==> src/rtl/erase_sched_pkg.sv <==
package erase_sched_pkg;

    typedef enum logic [1:0] {
        OP_SETUP   = 2'd0,
        OP_ADDR    = 2'd1,
        OP_CONFIRM = 2'd2,
        OP_STATUS  = 2'd3
    } op_t;

    typedef enum logic [1:0] {
        ST_IDLE  = 2'd0,
        ST_ISSUE = 2'd1,
        ST_POLL  = 2'd2
    } phase_t;

endpackage

==> src/rtl/erase_bank_pick.sv <==
// Finds the lowest set bit of a mask at or above a starting index.
module erase_bank_pick #(
    parameter int NB = 4,
    localparam int BW = (NB > 1) ? $clog2(NB) : 1
) (
    input  logic [NB-1:0] mask,
    input  logic [BW:0]   from_idx,
    output logic          found,
    output logic [BW-1:0] idx
);
    always_comb begin
        found = 1'b0;
        idx   = '0;
        for (int i = NB - 1; i >= 0; i--) begin
            if (mask[i] && (i >= int'(from_idx))) begin
                found = 1'b1;
                idx   = BW'(i);
            end
        end
    end
endmodule

==> src/rtl/erase_poll_timer.sv <==
// Counts not-ready status replies for the bank being polled.
module erase_poll_timer #(
    parameter int LIMIT = 1024,
    localparam int CW = $clog2(LIMIT + 1)
) (
    input  logic clk,
    input  logic rst_n,
    input  logic clr,
    input  logic inc,
    output logic expired
);
    logic [CW-1:0] cnt_d, cnt_q;

    always_comb begin
        cnt_d = cnt_q;
        if (clr)
            cnt_d = '0;
        else if (inc)
            cnt_d = cnt_q + CW'(1);
    end

    always_ff @(posedge clk) begin
        if (!rst_n)
            cnt_q <= '0;
        else
            cnt_q <= cnt_d;
    end

    assign expired = (cnt_q == CW'(LIMIT - 1));
endmodule

==> src/rtl/erase_op_encode.sv <==
// Turns phase and step into the operation presented to the sequencer.
module erase_op_encode
    import erase_sched_pkg::*;
#(
    parameter int ADDR_CYCLES = 2,
    localparam int STEPS = ADDR_CYCLES + 2,
    localparam int SW = $clog2(STEPS),
    localparam int ROW_W = 8 * ADDR_CYCLES
) (
    input  phase_t           phase,
    input  logic [SW-1:0]    step,
    input  logic [ROW_W-1:0] row,
    output logic             valid,
    output op_t              code,
    output logic [7:0]       data
);
    localparam logic [SW-1:0] LAST_STEP = SW'(STEPS - 1);

    always_comb begin
        valid = (phase != ST_IDLE);
        code  = OP_SETUP;
        data  = 8'h00;
        if (phase == ST_POLL) begin
            code = OP_STATUS;
        end else if (phase == ST_ISSUE) begin
            if (step == '0)
                code = OP_SETUP;
            else if (step == LAST_STEP)
                code = OP_CONFIRM;
            else
                code = OP_ADDR;
            for (int c = 0; c < ADDR_CYCLES; c++) begin
                if (step == SW'(c + 1))
                    data = row[8*c +: 8];
            end
        end
    end
endmodule

==> src/rtl/erase_sched.sv <==
module erase_sched
    import erase_sched_pkg::*;
#(
    parameter int NBANK       = 4,
    parameter int ADDR_CYCLES = 2,
    parameter int POLL_LIMIT  = 1024,
    localparam int BW    = (NBANK > 1) ? $clog2(NBANK) : 1,
    localparam int ROW_W = 8 * ADDR_CYCLES,
    localparam int STEPS = ADDR_CYCLES + 2,
    localparam int SW    = $clog2(STEPS)
) (
    input  logic             clk,
    input  logic             rst_n,
    input  logic             start,
    input  logic [ROW_W-1:0] row_addr,
    input  logic [NBANK-1:0] bank_present,
    output logic             done,
    output logic [NBANK-1:0] fail_mask,
    output logic             op_valid,
    output logic [1:0]       op_code,
    output logic [BW-1:0]    op_bank,
    output logic [7:0]       op_data,
    input  logic             op_ack,
    input  logic             op_err,
    input  logic             op_ready
);
    localparam logic [SW-1:0] LAST_STEP = SW'(STEPS - 1);

    typedef struct packed {
        phase_t           phase;
        logic [BW-1:0]    bank;
        logic [SW-1:0]    step;
        logic [NBANK-1:0] present;
        logic [ROW_W-1:0] row;
        logic [NBANK-1:0] fail;
        logic             done;
    } regs_t;

    regs_t q, d;

    logic             tmr_expired;
    logic             tmr_clr;
    logic             tmr_inc;
    logic             ack_fail;
    logic             bank_end;
    logic [NBANK-1:0] fail_upd;
    logic [NBANK-1:0] live_mask;
    logic [NBANK-1:0] first_mask;
    logic             after_found, first_found;
    logic [BW-1:0]    after_idx, first_idx;
    logic [BW:0]      after_from;
    op_t              enc_code;
    logic [NBANK-1:0] present_lat;

    // Failure and end-of-bank events for the acknowledged operation
    always_comb begin
        ack_fail = op_ack && (op_err ||
                   ((q.phase == ST_POLL) && !op_ready && tmr_expired));
        bank_end = op_ack && (ack_fail ||
                   ((q.phase == ST_ISSUE) && (q.step == LAST_STEP)) ||
                   ((q.phase == ST_POLL) && op_ready));
        fail_upd = q.fail;
        for (int i = 0; i < NBANK; i++) begin
            if (ack_fail && (q.bank == BW'(i)))
                fail_upd[i] = 1'b1;
        end
        live_mask  = q.present & ~fail_upd;
        first_mask = (q.phase == ST_IDLE) ? bank_present : live_mask;
        after_from = {1'b0, q.bank} + (BW + 1)'(1);
    end

    erase_bank_pick #(.NB(NBANK)) u_pick_after (
        .mask     (live_mask),
        .from_idx (after_from),
        .found    (after_found),
        .idx      (after_idx)
    );

    erase_bank_pick #(.NB(NBANK)) u_pick_first (
        .mask     (first_mask),
        .from_idx ('0),
        .found    (first_found),
        .idx      (first_idx)
    );

    assign tmr_clr = (q.phase != ST_POLL) || bank_end;
    assign tmr_inc = (q.phase == ST_POLL) && op_ack && !op_ready;

    erase_poll_timer #(.LIMIT(POLL_LIMIT)) u_timer (
        .clk     (clk),
        .rst_n   (rst_n),
        .clr     (tmr_clr),
        .inc     (tmr_inc),
        .expired (tmr_expired)
    );

    // Next-state computation
    always_comb begin
        d      = q;
        d.done = 1'b0;
        unique case (q.phase)
            ST_IDLE: begin
                if (start) begin
                    d.present = bank_present;
                    d.row     = row_addr;
                    d.fail    = '0;
                    d.step    = '0;
                    if (first_found) begin
                        d.phase = ST_ISSUE;
                        d.bank  = first_idx;
                    end else begin
                        d.done  = 1'b1;
                    end
                end
            end
            ST_ISSUE: begin
                d.fail = fail_upd;
                if (bank_end) begin
                    d.step = '0;
                    if (after_found) begin
                        d.bank = after_idx;
                    end else if (first_found) begin
                        d.phase = ST_POLL;
                        d.bank  = first_idx;
                    end else begin
                        d.phase = ST_IDLE;
                        d.done  = 1'b1;
                    end
                end else if (op_ack) begin
                    d.step = q.step + SW'(1);
                end
            end
            ST_POLL: begin
                d.fail = fail_upd;
                if (bank_end) begin
                    if (after_found) begin
                        d.bank = after_idx;
                    end else begin
                        d.phase = ST_IDLE;
                        d.done  = 1'b1;
                    end
                end
            end
            default: begin
                d.phase = ST_IDLE;
            end
        endcase
    end

    always_ff @(posedge clk) begin
        if (!rst_n) begin
            q.phase   <= ST_IDLE;
            q.bank    <= '0;
            q.step    <= '0;
            q.present <= '0;
            q.row     <= '0;
            q.fail    <= '0;
            q.done    <= 1'b0;
        end else begin
            q <= d;
        end
    end

    erase_op_encode #(.ADDR_CYCLES(ADDR_CYCLES)) u_enc (
        .phase (q.phase),
        .step  (q.step),
        .row   (q.row),
        .valid (op_valid),
        .code  (enc_code),
        .data  (op_data)
    );

    assign op_code     = enc_code;
    assign op_bank     = q.bank;
    assign done        = q.done;
    assign fail_mask   = q.fail;
    assign present_lat = q.present;

endmodule

==> config.mk <==
export PLATFORM = sky130hd
export DESIGN_NAME = erase_sched
export DESIGN_NICKNAME = d
export VERILOG_FILES = /design/src/rtl/erase_sched_pkg.sv /design/src/rtl/erase_bank_pick.sv /design/src/rtl/erase_poll_timer.sv /design/src/rtl/erase_op_encode.sv /design/src/rtl/erase_sched.sv
export SDC_FILE = /design/constraint.sdc
export NUM_CORES = 1
export LEC_CHECK = 0
export CORE_AREA = 2 2 54 107
export CTS_CLUSTER_DIAMETER = 200
export CTS_CLUSTER_SIZE = 10
export DETAILED_ROUTE_END_ITERATION = 16
export DIE_AREA = 0 0 56 109
export HOLD_SLACK_MARGIN = 0.03
export PLACE_DENSITY = 0.75
export SYNTH_ARGS = -nofsm -noshare
export SYNTH_HDL_FRONTEND = slang
export SYNTH_SLANG_ARGS = --single-unit
==> constraint.sdc <==
create_clock -name clk -period 2.1 [get_ports clk]
set_clock_uncertainty 0.1 [all_clocks]
set_input_delay 0.63 -clock clk [delete_from_list [all_inputs] [get_ports clk]]
set_output_delay 0.63 -clock clk [all_outputs]
set_load 0.005 [all_outputs]
# Yosys cells after proc, flatten, opt, wreduce, memory -nomap -nowiden
# Index checks and enable logic that the tools add are counted.
# word_totals
regBits	42
input_bits	26
elab_cells	120
# classes
add_sub_neg	3
magnitude_cmp	4
n_eq_ne	19
muxes	50
bitwise_logic	3
reduce_logical	33
# op_table
operator	n
two-way mux 2 bit	20
two-way mux 8 bit	4
two-way mux 31 bit	1
two-way mux 1 bit	17
logical AND 1 bit	16
two-way mux 4 bit	4
!= test 2 bit, second input constant	8
one-hot mux 5 bit (3 select lines)	1
one-hot mux 2 bit (3 select lines)	2
adder 11 x 1 -> 11 bit, second input constant	1
== test 11 x 10 -> 1 bit, second input constant	1
== test 2 bit, second input constant	5
AND reduction 7 bit	1
== test 2 x 1 -> 1 bit, second input constant	3
greater-or-equal comparator 1 x 3 -> 1 bit, first input constant	2
greater-or-equal comparator 2 x 3 -> 1 bit, first input constant	2
logical NOT 2 bit	3
!= test 3 bit, second input constant	2
AND reduction 6 bit	1
bitwise AND 4 bit	1
logical OR 1 bit	4
NOT 4 bit	1
one-hot mux 2 bit (2 select lines)	1
AND reduction 2 bit	2
other kinds (8)	9

# Depth between registers and ports, before layout
# depth
depth_word	18
ltp_mapped	9
depth_no_buf	8

# Modules after synthesis
# A second synthesis with hierarchy kept.
# unflattened
hier_cells	311
hier_area_um2	2549.9
# by_module_without_submodules
module	n_inst	cells_per_inst	area_each_um2	seq_area_each_um2
erase_sched	1	194	1662.8	620.6
erase_poll_timer	1	57	523.0	220.2
erase_op_encode	1	38	229.0	0.0
erase_bank_pick	2	11	67.6	0.0

# Worst setup path after synthesis
# OpenSTA, ideal clock, no wires.
# synth_timing
path_kind	input-to-reg
from	in op_ready
to	reg q (netlist bit op_bank[0])
setup_time_ns	0.123
t_arrival_ns	1.990
required_time_ns	1.877
setup_slack_ns	-0.113
cell_stages	7
n_path_buf	1
path_cell_list	nand3b_4 or4_4 buf_6 a211oi_2 o211ai_1 a31oi_1 a211oi_1
# synth_between
elab_chain_cells	18
elab_cells_between_ends	54
classes_between	eq/ne: 5; mux: 29; bitwise: 2; reduce/logical: 18
# synth_rtl
item	line_no	rtl
start, declared	erase_sched.sv:25	input logic op_ready
logical NOT 1 bit	erase_sched.sv:58	((q.phase == ST_POLL) && !op_ready && tmr_expired));
logical AND 1 bit (2 in a row)	erase_sched.sv:58	
logical OR 1 bit	erase_sched.sv:57	ack_fail = op_ack && (op_err ||
logical AND 1 bit	erase_sched.sv:57	
logical AND 1 bit	erase_sched.sv:64	if (ack_fail && (q.bank == BW'(i)))
two-way mux 1 bit	erase_sched.sv:64	
NOT 4 bit	erase_sched.sv:67	live_mask = q.present & ~fail_upd;
bitwise AND 4 bit	erase_sched.sv:67	
two-way mux 4 bit	erase_sched.sv:68	first_mask = (q.phase == ST_IDLE) ? bank_present : live_mask;
two-way mux 2 bit (4 in a row)	erase_bank_pick.sv:15	if (mask[i] && (i >= int'(from_idx))) begin
two-way mux 2 bit	erase_sched.sv:122	end else if (first_found) begin
two-way mux 2 bit	erase_sched.sv:120	if (after_found) begin
two-way mux 4 bit	erase_sched.sv:118	if (bank_end) begin
one-hot mux 2 bit (3 select lines)	erase_sched.sv:101	unique case (q.phase)
end, declared	erase_sched.sv:39	regs_t q, d;
# Parallel ways exist; a longest one is shown, timed or not. The select of a mux whose other input is x is not followed.
# A chain may end at the register's enable or synchronous reset.

# Worst setup path after layout
# layout_timing
from	reg, netlist name q[30]
to	out op_code[1]
# layout_between
elab_chain_cells	3
elab_cells_between_ends	4
classes_between	eq/ne: 2; mux: 2
# layout_rtl
item	line_no	rtl
== test 2 x 1 -> 1 bit	erase_op_encode.sv:25	end else if (phase == ST_ISSUE) begin
two-way mux 2 bit	erase_op_encode.sv:25	
two-way mux 2 bit (*)	erase_op_encode.sv:23	if (phase == ST_POLL) begin
end, declared	erase_sched.sv:20	output logic [1:0] op_code,
# Mark *: on every way between the ends. The rest lies on a longest branch, timed or not.

==> key figures <==
Status
  – Status: complete, but fails checks
  – Violated checks: setup timing

Logic synthesis
  – Async SR Flop Fraction: 0%
  – Mean Syn Cell Area: 7.47 um2
  – Synth Cell Area: 0.00249 mm2
  – Mapped Nets: 367
  – EDFF count, synth: 0
  – Synth Instances: 333
  – Seq/Total Area, Yosys: 33.8%
  – Top-area cell type share of the netlist area: 33.8%
  – Synth Warn #: 0
  – Synth top area cells: dfxtp_1 (34%), nand2_1 (9.7%), a21oi_1 (9.3%)
  – Primary FF master, synth: dfxtp_1
  – Count of cell types in the netlist: 55
  – Synth area leader: dfxtp_1
  – Yosys reg bits: 42

Clock tree
  – Num Clock Sinks: 42
  – CTS Buf Count: 5
  – CTS tree: built
  – Post-CTS Hold Buffers: 0
  – Clock Latency Late Sink: 310 ps
  – Root buffer cell: clkbuf_8
  – H-tree depth: 2
  – Clock transition at path regs: 90 ps
  – Clock Tree Buf Depth: 2

Routing
  – Pre-antenna DRT Iters: 4
  – Antenna viol nets, final: 0
  – Iter 0 DRT Violations: 113
  – DR DRC count: 0
  – Wirelength, routed: 7980 um
  – Vias: 2751
  – Wire length per cell: 16.0 um
  – Via density: 5.50

Global route
  – Initial antenna violation count: 0
  – Global route total overflow: 0
  – Total GRT Usage: 25.9%
  – First-pass GRT wire length: 12600 um
  – Vias in the first global route: 2767
  – Largest net degree at the start of global routing: 24

Floorplanning
  – Die width: 56 um
  – Ports: 44
  – # rows: 38
  – Chip height: 109 um
  – Starting Density: 46.7%
  – Core area: 0.00533 mm2
  – DIE AREA: 0.00610 mm2

Setup path
  – Slowest-stage cell, CP: dfxtp_2
  – Crit-path max cell delay: 360 ps
  – Crit path top cell by count: buf_6
  – Cell Chain, Critical Path: inv_2, buf_6, ha_4, buf_6, buf_4, a21o_1, buf_2
  – CP required: 1370 ps
  – CP Data Arrival Time: 1530 ps
  – Critical Path Source Type: register
  – Crit Path Max Fanout: 4
  – Crit Path Class: reg -> out
  – Setup crit end kind: primary output
  – Worst R2R Setup Slack: -150 ps

Timing
  – Setup slack after layout: -160 ps
  – Hold Fails Final Rpt: 0
  – Max Freq: 0.443 GHz
  – RSZ-0062 raised after global routing: yes
  – Max_slew headroom: 52.1%
  – Final-report setup violation count: 26
  – Worst Max-Slew Pin Slew: 711 ps
  – Final period util: 108%
  – Fin. max-slew vios: 0
  – Min cycle time layout: 2260 ps

Final layout
  – Area Growth Syn to Fin: 53.9%
  – Fillcell total: 429
  – Design area: 0.00382 mm2
  – Antenna cells: 0
  – Share of cells above drive strength 1: 36.1%
  – Number of nets in the layout: 473

Worst hold path
  – Hold Path Class: reg -> reg

Place
  – GPL Wtd Cong: 0.858
  – Port bufs: 43
  – Placed cell areas: 0.00332 mm2
  – Final HPWL from detailed placement: 5400 um
  – Place WS: -619 ps

Pwr
  – P_leak: 0.00156 uW
  – PD cells: 955 mW/mm2
  – Max VDD drop: 0.770 mV

Job
  – Max cap viols: 0
[stage by stage]
stage	hold slack (ps)	std cells	TNS (ps)	utilization [%]	total power (uW)
3_5_place_dp	347	474	-11100	62.3	2660
2_1_floorplan	332	333	-6.93	-	1930
5_1_grt	381	500	-4540	71.8	3880
3_3_place_gp	342	474	-10570	62.3	2660
6_report	362	500	-2810	71.8	3650
4_1_cts	359	495	-933	69.1	3490
[report_power, final]
group	internal, uW	switching (uW)
combinational	1050	1040
sequential	912	82.5
clock	238	323
[cell usage after synthesis (5+ instances only)]
master and number:
nand2_1 64, a31oi_1 6, inv_1 10, ha_1 8
buf_4 6, o21ai_0 9, nor2_1 45, nand2b_1 6
xor2_1 5, dfxtp_1 42, nand3_1 7, clkbuf_1 13
a21oi_1 46
[kinds of logic (layout without fill, tap and decap cells)]
group / after synthesis / after routing / share of synthesized area, %
AOI/OAI and AO/OA: 88 / 88 / 22.2
xor gates and xnor gates: 9 / 9 / 3.17
adders and majority gates: 8 / 8 / 4.03
buffers and inverters: 35 / 142 / 7.70
DFF: 42 / 42 / 33.8
and+or+nand+nor: 151 / 151 / 29.0
[critical path, delay by kind of cell, from the launching register on]
kind / cells / cell delay [ps]
flip-flops: 1 / 360
buffers and inverters: 5 / 560
adder cells (fa/ha/maj): 1 / 160
AO/OA/AOI/OAI: 1 / 150
[routing by layer]
metal	track usage [%]	wire [um]	vias up	part of all wire, %
met5	0	0	-	0
met4	9.86	190	0	2.4
met3	4.86	355	19	4.4
met2	48.5	4380	91	55
met1	28.3	3060	1296	38
li1	-	-	1345	-
[final timing paths]
kind	start	end	cells past startpoint
setup / recovery	q[30]$_SDFFE_PN0P_	op_code[1]	7
hold / removal	q[11]$_SDFFE_PN0P_	q[11]$_SDFFE_PN0P_	2
setup reg to reg	q[30]$_SDFFE_PN0P_	q[29]$_SDFFE_PN0P_	10
hold reg to reg	q[11]$_SDFFE_PN0P_	q[11]$_SDFFE_PN0P_	2
[area by class of cell]
| class | count | area, um2 | area share (%) |
|---|---|---|---|
| clock inverters | 3 | 23.8 | 0.622 |
| clock buffers | 5 | 68.8 | 1.80 |
| flip-flops and latches | 42 | 851 | 22.2 |
| repair buffers | 122 | 1040 | 27.2 |
| well taps | 60 | 75.1 | 1.96 |
| inverters | 12 | 47.5 | 1.24 |
| multi-input cells | 256 | 1720 | 45.0 |
[placed cells by master, fill, tap and decap left out, drive strengths merged, types with 3 or more instances in the layout]
master	Yosys	final
dfxtp	42	42
a31oi	6	6
xor2	5	5
and2	5	5
nor3	4	4
nor2	45	45
o22ai	3	3
ha	8	8
a21oi	46	46
buf	7	88
nand2b	6	6
inv	10	11
clkdlybuf4s50	0	30
clkbuf	16	6
o21ai	9	9
a211oi	3	3
o211ai	4	4
nand2	65	65
nand3	7	7
xnor2	4	4
nor2b	4	4
[flip-flops by register name (all words and copies together), names as in the netlist]
register / count
q: 20
done: 1
op_bank: 2
fail_mask: 4
present_lat: 4
u_timer.cnt_q: 11
[what timing repair did]
action	CTS	global route
resized for setup	95	33
cloned	1	0
pin swaps	19	21
endpoints found under the setup margin	33	34
setup buffers	12	6
No activity file was read; power rests on OpenSTA's default activity.
